**src/rtl/fbank_pkg.sv**
```systemverilog
package fbank_pkg;
  localparam int SMALL_AW    = 12;
  localparam int LARGE_AW    = 15;
  localparam int BOOT_SECT   = 8;
  localparam int OUTER_LARGE = 15;
  localparam int INNER_LARGE = 48;
  localparam int WP_SECT     = 2;
  localparam int NBANK       = 4;

  localparam int OUTER_UNITS = 1 + OUTER_LARGE;
  localparam int UNITS       = 2 * OUTER_UNITS + 2 * INNER_LARGE;
  localparam int UNIT_W      = $clog2(UNITS);
  localparam int ADDR_W      = LARGE_AW + UNIT_W;
  localparam int SUB_W       = LARGE_AW - SMALL_AW;
  localparam int OUTER_SECT  = BOOT_SECT + OUTER_LARGE;
  localparam int SECT_TOTAL  = 2 * OUTER_SECT + 2 * INNER_LARGE;
  localparam int SECT_W      = $clog2(SECT_TOTAL);
  localparam int BANK_W      = $clog2(NBANK);

  typedef enum logic [2:0] {
    K_READ       = 3'd0,
    K_PROG       = 3'd1,
    K_ERASE      = 3'd2,
    K_LOCK       = 3'd3,
    K_UNLOCK_ALL = 3'd4
  } kind_t;
endpackage

```
**src/rtl/fbank_sector_map.sv**
```systemverilog
module fbank_sector_map
  import fbank_pkg::*;
(
  input  logic [ADDR_W-1:0] addr,
  output logic [BANK_W-1:0] bank,
  output logic [SECT_W-1:0] sector
);
  logic [UNIT_W-1:0] unit;
  logic [SUB_W-1:0]  sub;

  assign unit = addr[ADDR_W-1:LARGE_AW];
  assign sub  = addr[LARGE_AW-1:SMALL_AW];

  // small sectors at both ends, large sectors in between
  always_comb begin
    if (unit == '0)
      sector = SECT_W'(sub);
    else if (unit == UNIT_W'(UNITS - 1))
      sector = SECT_W'(SECT_TOTAL - BOOT_SECT) + SECT_W'(sub);
    else
      sector = SECT_W'(BOOT_SECT - 1) + SECT_W'(unit);
  end

  // bank boundaries on large-unit granularity
  always_comb begin
    if (unit < UNIT_W'(OUTER_UNITS))
      bank = BANK_W'(0);
    else if (unit < UNIT_W'(OUTER_UNITS + INNER_LARGE))
      bank = BANK_W'(1);
    else if (unit < UNIT_W'(OUTER_UNITS + 2 * INNER_LARGE))
      bank = BANK_W'(2);
    else
      bank = BANK_W'(3);
  end
endmodule

```
**src/rtl/fbank_lock_store.sv**
```systemverilog
module fbank_lock_store
  import fbank_pkg::*;
(
  input  logic              clk,
  input  logic              rst,
  input  logic              set_en,
  input  logic              clr_all,
  input  logic [SECT_W-1:0] idx,
  input  logic              wp_n,
  output logic              locked,
  output logic              wp_hit
);
  logic [SECT_TOTAL-1:0] lock_q;

  always_ff @(posedge clk) begin
    if (rst || clr_all)
      lock_q <= '0;
    else if (set_en)
      lock_q[idx] <= 1'b1;
  end

  assign locked = lock_q[idx];
  assign wp_hit = !wp_n && ((idx < SECT_W'(WP_SECT)) ||
                            (idx >= SECT_W'(SECT_TOTAL - WP_SECT)));

  // a set request leaves the bit set on the next cycle
  a_r8_lock_sticks: assert property (@(posedge clk) disable iff (rst)
    set_en && !clr_all |=> locked || !$stable(idx));
endmodule

```
**src/rtl/fbank_guard.sv**
```systemverilog
module fbank_guard
  import fbank_pkg::*;
(
  input  logic        clk,
  input  logic        rst,
  input  logic        req_valid,
  input  logic [2:0]  req_kind,
  input  logic [21:0] req_addr,
  input  logic        wp_n,
  input  logic        low_vdd,
  input  logic        op_done,
  output logic        rsp_valid,
  output logic [1:0]  rsp_bank,
  output logic [7:0]  rsp_sector,
  output logic        rsp_status_sel,
  output logic        rsp_reject,
  output logic        emb_busy,
  output logic [1:0]  emb_bank
);
  kind_t             kind;
  logic [BANK_W-1:0] map_bank;
  logic [SECT_W-1:0] map_sector;
  logic              locked, wp_hit;
  logic              is_start, is_lockop, is_read;
  logic              start_block, start_ok, lock_ok, rej;

  assign kind = kind_t'(req_kind);

  fbank_sector_map u_map (
    .addr   (req_addr),
    .bank   (map_bank),
    .sector (map_sector)
  );

  assign is_read   = req_valid && (kind == K_READ);
  assign is_start  = req_valid && ((kind == K_PROG) || (kind == K_ERASE));
  assign is_lockop = req_valid && ((kind == K_LOCK) || (kind == K_UNLOCK_ALL));

  assign start_block = emb_busy || low_vdd || locked || wp_hit;
  assign start_ok    = is_start && !start_block;
  assign lock_ok     = is_lockop && !low_vdd;
  assign rej         = (is_start && start_block) || (is_lockop && low_vdd);

  fbank_lock_store u_lock (
    .clk     (clk),
    .rst     (rst),
    .set_en  (lock_ok && (kind == K_LOCK)),
    .clr_all (lock_ok && (kind == K_UNLOCK_ALL)),
    .idx     (map_sector),
    .wp_n    (wp_n),
    .locked  (locked),
    .wp_hit  (wp_hit)
  );

  always_ff @(posedge clk) begin
    if (rst) begin
      rsp_valid      <= 1'b0;
      rsp_bank       <= '0;
      rsp_sector     <= '0;
      rsp_status_sel <= 1'b0;
      rsp_reject     <= 1'b0;
      emb_busy       <= 1'b0;
      emb_bank       <= '0;
    end else begin
      rsp_valid      <= req_valid;
      rsp_reject     <= rej;
      rsp_status_sel <= is_read && emb_busy && (map_bank == emb_bank);
      if (req_valid) begin
        rsp_bank   <= map_bank;
        rsp_sector <= map_sector;
      end
      if (start_ok) begin
        emb_busy <= 1'b1;
        emb_bank <= map_bank;
      end else if (op_done) begin
        emb_busy <= 1'b0;
      end
    end
  end

  // bank 0 holds exactly the lowest outer-bank sectors
  a_r2_bank_order: assert property (@(posedge clk) disable iff (rst)
    rsp_valid |-> ((rsp_bank == 2'd0) == (rsp_sector < 8'(OUTER_SECT))));

  // with nothing running, reads never go to status
  a_r3_idle_array: assert property (@(posedge clk) disable iff (rst)
    !emb_busy |=> !rsp_status_sel);

  // status is only chosen for the bank that was busy
  a_r4_status_bank: assert property (@(posedge clk) disable iff (rst)
    rsp_status_sel |-> $past(emb_busy) && (rsp_bank == $past(emb_bank)));

  // busy rises only after a start request, falls only after done
  a_r5_rise_start: assert property (@(posedge clk) disable iff (rst)
    $rose(emb_busy) |-> $past(req_valid) &&
      ($past(req_kind) == 3'd1 || $past(req_kind) == 3'd2));
  a_r5_fall_done: assert property (@(posedge clk) disable iff (rst)
    $fell(emb_busy) |-> $past(op_done));

  // a start while busy is refused
  a_r6_busy_reject: assert property (@(posedge clk) disable iff (rst)
    is_start && emb_busy |=> rsp_reject);

  // pin protection of outer boot sectors
  a_r7_wp_reject: assert property (@(posedge clk) disable iff (rst)
    is_start && !wp_n && (map_sector < SECT_W'(WP_SECT)) |=> rsp_reject);

  // low supply refuses every write-type request
  a_r9_lowv_reject: assert property (@(posedge clk) disable iff (rst)
    (is_start || is_lockop) && low_vdd |=> rsp_reject);

  // a refused request never starts an operation
  a_r10_reject_quiet: assert property (@(posedge clk) disable iff (rst)
    rsp_reject |-> !$rose(emb_busy) && $stable(emb_bank));
endmodule

```
**config.mk**
```make
export PLATFORM = sky130hd
export DESIGN_NAME = fbank_guard
export DESIGN_NICKNAME = d
export VERILOG_FILES = /design/src/rtl/fbank_pkg.sv /design/src/rtl/fbank_sector_map.sv /design/src/rtl/fbank_lock_store.sv /design/src/rtl/fbank_guard.sv
export SDC_FILE = /design/constraint.sdc
export NUM_CORES = 1
export LEC_CHECK = 0
export BUFFER_PORTS_ARGS = -buffer_cell sky130_fd_sc_hd__clkbuf_2
export CAP_MARGIN = 20
export CORE_MARGIN = 8
export CORE_UTILIZATION = 50
export DETAILED_ROUTE_END_ITERATION = 8
export PLACE_DENSITY_LB_ADDON = 0.25
export SLEW_MARGIN = 20
export SYNTH_ARGS = -nofsm -noshare
export SYNTH_HDL_FRONTEND = slang
export SYNTH_SLANG_ARGS = --single-unit
```
**constraint.sdc**
```tcl
create_clock -name clk -period 3.6 [get_ports clk]
set_clock_uncertainty 0.2 [all_clocks]
set_input_delay 0.72 -clock clk [delete_from_list [all_inputs] [get_ports clk]]
set_output_delay 0.72 -clock clk [all_outputs]
set_load 0.03 [all_outputs]
```
# After elaboration in Yosys (flattened, before gate mapping)
# Index checks and enable logic that the tools add are counted.
dict set report word_totals {
  regBits 158
  inputBits 31
  out_inout_bits 16
  wordCells 62
}
dict set report op_classes {
  n_addsub 2
  magnitude_cmp 7
  eq_ne 6
  mux 11
  bitwise 1
  reduce_logical 27
}
# op count
set op_table {}
lappend op_table {{$or A142 B142 Y142} 1}
lappend op_table {{$mux W8} 2}
lappend op_table {{$lt A7 B7 Y1 const B} 2}
lappend op_table {{$logic_and A1 B1 Y1} 13}
lappend op_table {{$lt A8 B9 Y1 const B} 1}
lappend op_table {{$add A3 B7 Y8 const A} 1}
lappend op_table {{$add A8 B3 Y8 const A} 1}
lappend op_table {{$bmux W1 S8} 1}
lappend op_table {{$demux W1 S8} 1}
lappend op_table {{$ge A8 B1 Y1 const B} 1}
lappend op_table {{$ge A8 B8 Y1 const B} 1}
lappend op_table {{$logic_or A1 B1 Y1} 8}
lappend op_table {{$lt A8 B2 Y1 const B} 1}
lappend op_table {{$eq A7 B7 Y1 const B} 1}
lappend op_table {{$logic_not A7 Y1} 1}
lappend op_table {{$lt A7 B5 Y1 const B} 1}
lappend op_table {{$eq A3 B2 Y1 const B} 2}
lappend op_table {{$mux W1} 5}
lappend op_table {{$mux W2} 2}
lappend op_table {{$eq A3 B1 Y1 const B} 1}
lappend op_table {{$eq A3 B3 Y1 const B} 1}
lappend op_table {{$logic_not A1 Y1} 3}
lappend op_table {{$logic_not A3 Y1} 1}
lappend op_table {{$eq A2 B2 Y1} 1}
lappend op_table {{$reduce_bool A2 Y1} 1}

# Logic depth before layout (Yosys ltp)
dict set report depth {
  depth_word 10
  ltp_mapped 14
  depth_no_buf 12
}

# Cells and area by module
# From an unflattened synthesis, not the netlist that was laid out.
dict set report hier_totals {
  cells_unflattened 743
  hier_area_um2 6750.2
}
# mod n_inst cells_each area_per_inst_um2 seq_area_each_um2
set by_module_without_submodules {}
lappend by_module_without_submodules {fbank_lock_store 1 640 5806.8 2842.7}
lappend by_module_without_submodules {fbank_guard 1 65 674.4 320.3}
lappend by_module_without_submodules {fbank_sector_map 1 38 269.0 0.0}

# Least setup slack after synthesis
# No wires, ideal clock.
dict set report synth_timing {
  kind {input -> register}
  from {input req_addr[15]}
  to {register emb_bank[0]}
  setup_time_ps 126
  arrival_time_ps 3198
  t_required_ps 3274
  slack_ps 76
  cell_stages 14
  path_buffers 2
  cell_sequence {inv_1 > ha_1 > or4b_4 > nor3_4 > o21ba_4 > or2_1 > buf_6 > buf_12 > a22oi_2 > a21oi_2 > nor4_1 > or4_4 > a31oi_1 > nor3_2}
}
dict set report synth_via {
  elab_chain_len 9
  elab_cells_between_ends 21
  cone_classes {1 x add/sub; 5 x order compare; 1 x eq/ne; 7 x mux; 7 x reduce/logical}
}
# item line_no
set synth_lines {}
lappend synth_lines {{start, declared} fbank_guard.sv:8} ;# input logic [21:0] req_addr,
lappend synth_lines {{$add A3 B7 Y8 or $eq A7 B7 Y1 (tied branches)} {fbank_sector_map.sv:21, fbank_sector_map.sv:18}}
lappend synth_lines {{$mux W8} fbank_sector_map.sv:18} ;# else if (unit == UNIT_W'(UNITS - 1))
lappend synth_lines {{$mux W8} fbank_sector_map.sv:16} ;# if (unit == '0)
lappend synth_lines {{$bmux W1 S8, or another cell as far along} fbank_lock_store.sv:22} ;# assign locked = lock_q[idx];
lappend synth_lines {{$mux W1 (not written as such) or $logic_or A1 B1 Y1 (tied branches)} {fbank_lock_store.sv:22, fbank_lock_store.sv:23}}
lappend synth_lines {{$logic_or A1 B1 Y1 or $logic_and A1 B1 Y1 (tied branches)} {fbank_guard.sv:39, fbank_lock_store.sv:23}}
lappend synth_lines {{$logic_or A1 B1 Y1} fbank_guard.sv:39} ;# assign start_block = emb_busy || low_vdd || locked || wp_hit;
lappend synth_lines {{$logic_not A1 Y1} fbank_guard.sv:40} ;# assign start_ok = is_start && !start_block;
lappend synth_lines {{$logic_and A1 B1 Y1} fbank_guard.sv:40}
lappend synth_lines {{end signal, assigned} fbank_guard.sv:74} ;# emb_bank <= map_bank;
lappend synth_lines {{end, declared} fbank_guard.sv:18} ;# output logic [1:0] emb_bank
# Parallel ways exist; a longest one is shown, timed or not. The select of a mux whose other input is x is not followed.
# A chain may end at the register's enable or synchronous reset.

# Worst setup path in the final report
dict set report layout_timing {
  from {input req_addr[16]}
  to {register emb_bank[0]}
}
# Same word-level chain as after synthesis.

==> impl_metrics.env <==
export IMPL_status="completed"
export IMPL_final_hold_violation_count=0
export IMPL_crit_fanout=5
export IMPL_io_buffer_count=34
export IMPL_hp_class="flip-flop to flip-flop"
export IMPL_worst_setup_path_end_kind="flip-flop"
export IMPL_synth_most_common_cell="nor2_1"
export IMPL_wl_per_cell_um=19.2
export IMPL_holdBufCountCts=0
export IMPL_cts_tree="done"
export IMPL_rr_worst_depth=7
export IMPL_first_pass_iters=8
export IMPL_grt_setup_unrepaired="yes"
export IMPL_synthArstFlopShare=0
export IMPL_die_x_um=133
export IMPL_fin_nets=969
export IMPL_initial_core_util=0.513
export IMPL_grt_pass1_vias=6285
export IMPL_cts_sinks=158
export IMPL_synth_top_flop_cell="dfxtp_1"
export IMPL_synthesis_area_um2=6800
export IMPL_drive_gt1_frac=0.254
export IMPL_min_period_ps=3530
export IMPL_leakagePower_nw=3.31
export IMPL_min_delay_start="u_lock.lock_q[85]$_SDFFE_PP0P_"
export IMPL_start_kind="input port"
export IMPL_critPathKind="input port to flip-flop"
export IMPL_dr_total_vias=6903
export IMPL_ant_nets=0
export IMPL_clk_pin_slew_worst_paths_ps=60
export IMPL_syn_area_per_cell_um2=8.28
export IMPL_vdd_drop_max_mv=0.370
export IMPL_clkLatencyLatePin_ps=430
export IMPL_yosys_warnings=0
export IMPL_grt_start_max_net_pins=143
export IMPL_place_ws_ps=-512
export IMPL_fin_tns_setup_ps=0
export IMPL_rrSetupSlack_ps=1360
export IMPL_drt_iter0_drc=1059
export IMPL_finalWorstSetupSlack_ps=68.2
export IMPL_critical_path_max_stage_delay_ps=540
export IMPL_dieHeight_um=133
export IMPL_max_slew_worst_pin_slew_ps=781
export IMPL_diodes=0
export IMPL_cp_cell_sequence="buf_6, inv_4, ha_4, or4b_4, nor3_4, o21ba_4, nor2_4, buf_6, o2111a_1, o21bai_1, nor4_1, or4_4, and4_4, nor3_4"
export IMPL_grt_util_all_layers=0.235
export IMPL_via_per_inst=6.15
export IMPL_worst_endpoint_required_ps=3750
export IMPL_setup_viol=0
export IMPL_yosys_top_cells_count="nor2_1, a21oi_1, dfxtp_1, o21ai_0, clkbuf_1"
export IMPL_synth_top_cells_by_area="dfxtp_1, a21oi_1, nor2_1"
export IMPL_fill_cells=1055
export IMPL_design_die_area_um2=17600
export IMPL_syn_instance_count=821
export IMPL_rows=42
export IMPL_core_um2=13200
export IMPL_hold_end="u_lock.lock_q[85]$_SDFFE_PP0P_"
export IMPL_area_delta_synth_final_pct=28.2
export IMPL_cts_max_level=4
export IMPL_synth_top_cell_by_area="dfxtp_1"
export IMPL_cts_made_buffers=17
export IMPL_synth_top_area_frac=0.465
export IMPL_synth_edf_count=0
export IMPL_period_share=0.981
export IMPL_maxCapViolCount=0
export IMPL_grt_pass1_wl_um=33000
export IMPL_maxSlewHeadroom=0.475
export IMPL_grt_overflow=0
export IMPL_r2r_start="u_lock.lock_q[138]$_SDFFE_PP0P_"
export IMPL_totalWireLength_um=21500
export IMPL_p_per_area_nw_per_um2=480
export IMPL_whs_path_depth=2
export IMPL_routabilityCongestion=0.889
export IMPL_drv_slew=0
export IMPL_crit_slowest_cell="or4_4"
export IMPL_drc=0
export IMPL_detailed_place_hpwl_um=14300
export IMPL_final_area_um2=8720
export IMPL_rr_endpoint="emb_bank[0]$_SDFFE_PP0P_"
export IMPL_syn_nets=856
export IMPL_antenna_found_initial=0
export IMPL_synth_seq_cells=158
export IMPL_dpl_cell_area_um2=7810
export IMPL_synth_cell_types=72
export IMPL_fmax_mhz=283
export IMPL_clockBufferDepth=2
export IMPL_yosysSeqAreaShare=0.465
export IMPL_crit_arrival_ps=3690
export IMPL_power_mw=4.19
export IMPL_pin_count=47
export IMPL_cts_root_buf="clkbuf_16"
==> flip-flops by register name, indices dropped and copies added, names as in the netlist <==
signal	count
emb_busy	1
u_lock.lock_q	142
rsp_reject	1
emb_bank	2
rsp_bank	2
rsp_valid	1
rsp_status_sel	1
rsp_sector	8
==> repair_timing <==
| action | 4_1_cts | 5_1_grt |
|---|---|---|
| resized for setup | 2 | 52 |
| pin swaps | 0 | 20 |
| buffers inserted | 0 | 5 |
| gates cloned | 0 | 0 |
| endpoints found under the setup margin | 4 | 4 |
==> critical path, delay by kind of cell <==
kind | cells | cell delay, ps
AO/OA/AOI/OAI | 3 | 650
adder cells (fa/ha/maj) | 1 | 120
buffers and inverters | 3 | 270
AND/OR/NAND/NOR | 7 | 1920
==> kinds of logic (layout without fill, tap and decap cells) <==
group,after synthesis,after routing,synth area share
AOI/OAI and AO/OA,322,322,0.289
xor gates and xnor gates,8,8,0.0103
adders and majority gates,4,4,0.00736
buffers and inverters,63,189,0.0453
DFF,158,158,0.465
muxes,4,4,0.00589
and+or+nand+nor,262,262,0.177
==> power by group <==
part           switching, mW  internal (mW)  total, mW
logic                  0.306          0.181      0.487
clock network          0.702           1.24       1.94
registers            0.00612           1.76       1.77
==> layout by cell type, fill, tap and decap left out, types with 8 or more instances in the layout <==
master / count
a211oi_1: 8
a21oi_1: 164
a21oi_2: 9
a22oi_1: 23
buf_4: 103
clkbuf_16: 17
clkbuf_2: 32
dfxtp_1: 158
inv_1: 11
nand2_1: 20
nand4_1: 8
nor2_1: 181
o21ai_0: 52
==> per-stage QoR <==
step / hold WS, ps / util / instances
floorplan: 228 / - / 821
global placement: 240 / 0.590 / 1086
detailed placement: 250 / 0.590 / 1086
CTS: 263 / 0.639 / 1118
global route: 280 / 0.658 / 1123
finish: 263 / 0.658 / 1123
==> metal layers <==
layer,up-vias,wire length [µm],GRT usage
met5,-,0,0
li1,3150,-,-
met2,416,10100,0.377
met3,73,2040,0.0712
met4,0,821,0.121
met1,3264,8620,0.278
==> cell type report <==
cell class                      instances  area, µm²  share of cell area
Clock buffer                           23        488              0.0560
Clock inverter                          9        155              0.0178
Inverter                               13       53.8             0.00617
Multi-Input combinational cell        600       3550               0.407
Sequential cell                       158       3160               0.363
Tap cell                              176        220              0.0253
Timing Repair Buffer                  144       1090               0.125
==> worst max-delay path by stage <==
stage / startpoint / end / slack [ps] / depth (start not counted)
final: req_addr[16] / emb_bank[0]$_SDFFE_PP0P_ / 70 / 14
after global routing: req_addr[16] / emb_bank[0]$_SDFFE_PP0P_ / -30 / 14
after CTS: req_addr[15] / emb_bank[0]$_SDFFE_PP0P_ / 10 / 14
after detailed placement: req_addr[15] / emb_bank[0]$_SDFFE_PP0P_ / -510 / 15
after global placement: req_addr[15] / emb_bank[1]$_SDFFE_PP0P_ / -410 / 15
after floorplan: req_addr[15] / emb_bank[0]$_SDFFE_PP0P_ / 80 / 14
(Power assumes the default switching activity.)
